$ cat src/rtl/tick_timer.sv
module tick_timer #(
  parameter int CNT_W    = 32,
  parameter int PER_W    = 28,
  parameter int ADDR_W   = 2,
  parameter int ADDR_CTL = 0,
  parameter int ADDR_CNT = 1,
  parameter int ADDR_CAP = 2
) (
  input  logic              clk,
  input  logic              rst_n,
  input  logic [ADDR_W-1:0] reg_addr,
  input  logic              reg_we,
  input  logic [CNT_W-1:0]  reg_wdata,
  output logic [CNT_W-1:0]  reg_rdata,
  output logic              tick_irq
);

  localparam int IP_BIT  = PER_W;
  localparam int IE_BIT  = PER_W + 1;
  localparam int MODE_LO = PER_W + 2;
  localparam int MODE_HI = PER_W + 3;

  typedef enum logic [1:0] {
    M_OFF     = 2'b00,
    M_RESTART = 2'b01,
    M_STOP    = 2'b10,
    M_CONT    = 2'b11
  } mode_e;

  logic [CNT_W-1:0] cnt, cnt_nx, ctl;
  mode_e            mode;
  logic             hit, ctl_we, cnt_we;

  assign mode   = mode_e'(ctl[MODE_HI:MODE_LO]);
  assign ctl_we = reg_we && (reg_addr == ADDR_W'(ADDR_CTL));
  assign cnt_we = reg_we && (reg_addr == ADDR_W'(ADDR_CNT));
  assign hit    = (mode != M_OFF) && (cnt[PER_W-1:0] == ctl[PER_W-1:0]);

  always_comb begin
    cnt_nx = cnt;
    case (mode)
      M_OFF:     cnt_nx = cnt;
      M_RESTART: cnt_nx = hit ? '0 : cnt + 1'b1;
      M_STOP:    cnt_nx = hit ? cnt : cnt + 1'b1;
      M_CONT:    cnt_nx = cnt + 1'b1;
    endcase
    if (cnt_we) cnt_nx = reg_wdata;
  end

  always_ff @(posedge clk or negedge rst_n)
    if (!rst_n) cnt <= '0;
    else        cnt <= cnt_nx;

  always_ff @(posedge clk or negedge rst_n)
    if (!rst_n)      ctl <= '0;
    else if (ctl_we) ctl <= reg_wdata;
    else if (hit)    ctl[IP_BIT] <= 1'b1;

  assign tick_irq = ctl[IP_BIT] & ctl[IE_BIT];

  always_comb begin
    reg_rdata = '0;
    if (reg_addr == ADDR_W'(ADDR_CTL))      reg_rdata = ctl;
    else if (reg_addr == ADDR_W'(ADDR_CNT)) reg_rdata = cnt;
    else if (reg_addr == ADDR_W'(ADDR_CAP)) reg_rdata = CNT_W'(1);
  end

  AST_OFF_HOLDS: assert property (@(posedge clk) disable iff (!rst_n)
    (mode == M_OFF && !cnt_we) |=> $stable(cnt));
  AST_CONT_STEP: assert property (@(posedge clk) disable iff (!rst_n)
    (mode == M_CONT && !cnt_we) |=> cnt == $past(cnt) + 1'b1);
  AST_MATCH_PENDS: assert property (@(posedge clk) disable iff (!rst_n)
    (hit && !ctl_we) |=> ctl[IP_BIT]);
  AST_RESTART_ZERO: assert property (@(posedge clk) disable iff (!rst_n)
    (mode == M_RESTART && hit && !cnt_we) |=> cnt == '0);
  AST_STOP_FREEZE: assert property (@(posedge clk) disable iff (!rst_n)
    (mode == M_STOP && hit && !cnt_we) |=> $stable(cnt));
  AST_ACK_DROPS: assert property (@(posedge clk) disable iff (!rst_n)
    (ctl_we && !reg_wdata[IP_BIT]) |=> !tick_irq);
  AST_PRELOAD: assert property (@(posedge clk) disable iff (!rst_n)
    cnt_we |=> cnt == $past(reg_wdata));

endmodule

$ cat config.mk
export PLATFORM = sky130hd
export DESIGN_NAME = tick_timer
export DESIGN_NICKNAME = d
export VERILOG_FILES = /design/src/rtl/tick_timer.sv
export SDC_FILE = /design/constraint.sdc
export NUM_CORES = 1
export LEC_CHECK = 0
export ABC_AREA = 1
export BUFFER_PORTS_ARGS = -buffer_cell sky130_fd_sc_hd__clkbuf_2
export CORE_ASPECT_RATIO = 1.2
export CORE_UTILIZATION = 55
export DETAILED_ROUTE_END_ITERATION = 10
export PLACE_DENSITY = 0.77
export SLEW_MARGIN = 20
export SYNTH_ARGS = -nofsm -noshare
export SYNTH_HDL_FRONTEND = slang
export SYNTH_SLANG_ARGS = --single-unit
$ cat constraint.sdc
create_clock -name clk -period 2.5 [get_ports clk]
set_input_delay 0.5 -clock clk [delete_from_list [all_inputs] [get_ports clk]]
set_output_delay 0.5 -clock clk [all_outputs]
set_load 0.02 [all_outputs]
After elaboration in Yosys (flattened, before gate mapping). Cells that the tools add are included.

Flip-flop bits (word level): 64. Bits in latches: 0. Bits in writable memories: 0. Memory bits (read-only): 0. Input port bits: 37. Output and inout port bits: 33. Word-level logic and storage cells: 30. Memories kept: 0.

Add/subtract/negate cells: 1. Multiply operators: 0. Div/mod/pow operators: 0. Order comparisons: 0. Equality and inequality tests: 8. Shift operators: 0. Mux-type cells: 9. Bitwise operators: 1. Reductions and logical operators: 8.

Operator list (count): 32-bit two-way mux (5); 32-bit case mux with 3 select lines (1); 32-bit by 1-bit adder with 32-bit output (second input constant) (1); 28-bit == test (1); 2-bit == test (second input constant) (3); 2-bit by 1-bit == test with 1-bit output (second input constant) (2); 2-bit logical NOT (2); 2-bit nonzero test (2); 1-bit logical AND (3); 1-bit two-way mux (3); 3-bit != test (second input constant) (1); 2-bit != test (second input constant) (1); 2-bit AND reduction (1); 1-bit AND (1).

Depth between registers and ports, before layout.
Depth in word-level cells: 5. Mapped depth: 15. Gate-level depth less buffers: 14.

Worst setup path after synthesis. No wires, ideal clock.

Path type: input to output. Start: input port reg_addr[0]. End: output port reg_rdata[26]. Data arrival time: 1.569 ns. Required time: 2.000 ns. Path slack: 0.431 ns. Stages: 6. Buffers on the path: 2. Cells stage by stage: inv_2 -> nor2_2 -> inv_2 -> clkbuf_1 -> clkbuf_1 -> o21ai_0.

Word-level cells in the longest chain between the ends: 3.

RTL lines: from (decl) (RTL line 11) `input logic [ADDR_W-1:0] reg_addr,`; 2-bit by 1-bit == test with 1-bit output (RTL line 64) `else if (reg_addr == ADDR_W'(ADDR_CNT)) reg_rdata = cnt;`; 32-bit two-way mux (RTL line 64); 32-bit two-way mux * (RTL line 63) `if (reg_addr == ADDR_W'(ADDR_CTL)) reg_rdata = ctl;`; to (decl) (RTL line 14) `output logic [CNT_W-1:0] reg_rdata,`.

Mark *: on every way between the ends. The rest lies on a longest branch, timed or not.

Final worst setup path.
Start: register cnt[27]. End: register cnt[30].

Word-level cells in the longest chain between the ends: 5.

RTL lines: from (decl) (RTL line 30) `logic [CNT_W-1:0] cnt, cnt_nx, ctl;`; from (signal assigned) (RTL line 52) `else cnt <= cnt_nx;`; branches (longest 5 deep; another with 32-bit by 1-bit adder with 32-bit output).

Several ways; the timed one is not identified. The select of a mux whose other input is x is not followed. A chain may end at the register's enable or synchronous reset.

==> out/metrics.yaml <==
clockPowerShare: 0.202
n_antenna_cell: 0
syn_inst: 688
rsz0062_at_grt: "false"
finalCriticalPeriod_ns: 2.193
syn_area_per_cell_um2: 6.772
synth_seq_cells: 64
synth_area_um2: 4659
power_density_nw_per_um2: 891.0
route.vias.total: 4872
timing.critical_path.buf_inv: 2
clk_pin_slew_worst_paths_ns: 0.07
arrival_ns: 2.48
cts_buffers: 9
drv_slew: 0
seqPwrFrac: 0.382
design.die.area_um2: 8845
row_count: 36
p_sw_frac: 0.4506
first_pass_iters: 5
yosysSeqAreaShare: 0.3437
port_buffers: 69
synthToLayoutAreaGrowth_pct: 14.02
worstPathRequired_ns: 2.79
fp.dieH_um: 102.8
synth_nets: 726
power.net_switching_uw: 2133
start_kind: "flip-flop"
ios: 70
avgRoutedWirePerCell_um: 16.47
nets: 787
yosys_warnings: 0
finalSetupViolCount: 0
max_slew_margin: 0.5568
route.detailed.drc: 0
cts_setup_buffers: 0
cts-hold-fix-buffers: 0
hold_path.class: "input port to async pin"
worstPathCellList: "xnor2_1 > nand4_1 > nor2_2 > nand3_1 > nand2_2 > buf_4 > nand3_1 > nand2_1 > inv_1 > nand2_1"
cts_root_buf: "clkbuf_8"
drt-initial-drc-count: 341
timing.final.crit_share: 0.8771
max_freq_mhz: 456.1
irDropWorstVdd_mv: 0.4775
dpl_worst_slack_ns: 0.3823
place_congestion: 1.031
p_int_uw: 2600
cts_buffer_depth: 2
cp_top_family: "simple AND/OR/NAND/NOR gates"
grt_max_degree: 36
grt.total_usage: 0.3415
antenna_found_initial: 0
fin_skew_ns: 0.006291
max_cap_viol_count: 0
hold_violations: 0
grt_overflow_total: 0
fin_tns_setup_ns: 0
drt-total-wl_mm: 14.28
cts_tree: "yes"
dp_hpwl_mm: 10.80
tightest_slew_ns: 0.6641
die_w_um: 86.02
grt_pass1_wl_mm: 22.76
combPwrFrac: 0.417
cp-end-kind: "flip-flop"
viasPerCell: 5.619
fin_ws_ns: 0.3073
ctsResizeCount: 0
insertion_delay_ns: 0.35
path_class: "flip-flop to flip-flop"
drive_gt1_frac: 0.1939
critPathSlowestCell: "dfrtp_1"
ant_nets: 0
outcome: "finished clean"
start_util: 0.5715
cts_sinks: 64
grt_pass1_vias: 4590
core-area_um2: 8153
worstPathMaxFanout: 12
p_leak_uw: 0.002627
ys_types: 28
slowest_delay_ns: 0.45
htreeDepth: 3
-- worst register-to-register path, cell delays in order, from the launching register on --
cell,delay [ns]
dfrtp_1,0.45
xnor2_1,0.42
nand4_1,0.23
nor2_2,0.21
nand3_1,0.11
nand2_2,0.23
buf_4,0.24
nand3_1,0.08
nand2_1,0.07
inv_1,0.04
nand2_1,0.05
-- registers in the layout (all words and copies together), names as in the netlist --
name,cells
cnt,32
ctl,32
-- cells in the final DEF, fill, tap and decap left out --
cell type	count
a21oi_1	1
a22o_1	1
and2_1	1
buf_12	1
buf_2	1
buf_4	16
bufinv_16	1
clkbuf_2	68
clkbuf_8	12
clkinv_1	2
clkinv_2	2
dfrtp_1	64
ha_1	1
inv_1	48
inv_2	13
nand2_1	240
nand2_2	2
nand3_1	75
nand3_2	20
nand3b_1	2
nand4_1	9
nor2_1	52
nor2_2	6
nor2_4	2
nor3_1	14
nor3_2	1
o21ai_0	30
o22ai_1	16
xnor2_1	14
xnor2_2	1
xor2_1	37
-- cell type report --
class	instances	area, um2
clock inverter	3	40.04
sequential	64	1602
fill	798	2840
inverter	63	236.5
multi-input combinational	525	2641
timing repair buffer	86	485.5
clock buffer	12	165.2
tap	114	142.6
-- metrics by stage --
step	utilization	total power [uW]	hold WS [ns]	cells	instance area, um2
after floorplan	-	3180	0.2044	688	4659
after global placement	0.6265	3683	0.4728	852	5107
after detailed placement	0.6265	3748	0.4772	852	5107
after CTS	0.6516	4709	0.09482	867	5313
after global routing	0.6516	5046	0.1164	867	5313
final	0.6516	4734	0.09162	867	5313
-- power by group through the flow --
stage               clock network, uW  logic [uW]  registers (uW)
floorplan                           0        1600            1580
detailed placement                  0        1940            1810
CTS                               962        1960            1790
finish                            954        1970            1810
global route                     1000        2200            1850
global placement                    0        1900            1780
-- final timing paths --
kind	from	end	slack [ns]	depth (start not counted)
max	cnt[27]	cnt[30]	0.31	10
min	rst_n	ctl[17]	0.09	1
max reg2reg	cnt[27]	cnt[30]	0.31	10
min reg2reg	ctl[18]	ctl[18]	0.53	2
max in group asynchronous	rst_n	cnt[24]	1.72	2
min in group clk	reg_wdata[1]	ctl[1]	0.36	3
-- logic make-up (layout without fill, tap and decap cells) --
kind of cell / count (synthesis) / in the layout / synth area share
flops: 64 / 64 / 0.3437
fa+ha+maj: 1 / 1 / 0.002685
simple gates: 424 / 424 / 0.4060
compound gates: 48 / 48 / 0.05666
buf+inv: 99 / 164 / 0.09157
xor+xnor: 52 / 52 / 0.09936
-- cells in the mapped netlist (all sizes together) --
library cell | instances | area (um2)
nand3 | 95 | 575.6
inv | 61 | 229.0
o22ai | 16 | 100.1
clkbuf | 15 | 56.30
nand2 | 242 | 913.4
nor3 | 15 | 80.08
a22o | 1 | 8.760
xnor2 | 15 | 138.9
o21ai | 30 | 150.1
a21oi | 1 | 5.000
clkinv | 2 | 7.510
and2 | 1 | 6.260
nor2 | 60 | 245.2
dfrtp | 64 | 1602
nand4 | 9 | 56.30
buf | 21 | 133.9
ha | 1 | 12.51
nand3b | 2 | 15.01
xor2 | 37 | 324.1
-- layer usage --
| metal | global-route usage | vias to the layer above | part of all wire |
|---|---|---|---|
| met5 | 0 | - | 0 |
| met4 | 0.1923 | 0 | 0.045 |
| met3 | 0.06966 | 57 | 0.065 |
| met2 | 0.5726 | 226 | 0.48 |
| met1 | 0.4113 | 2275 | 0.41 |
| li1 | - | 2314 | - |
Power figures use the tool's default switching activity.
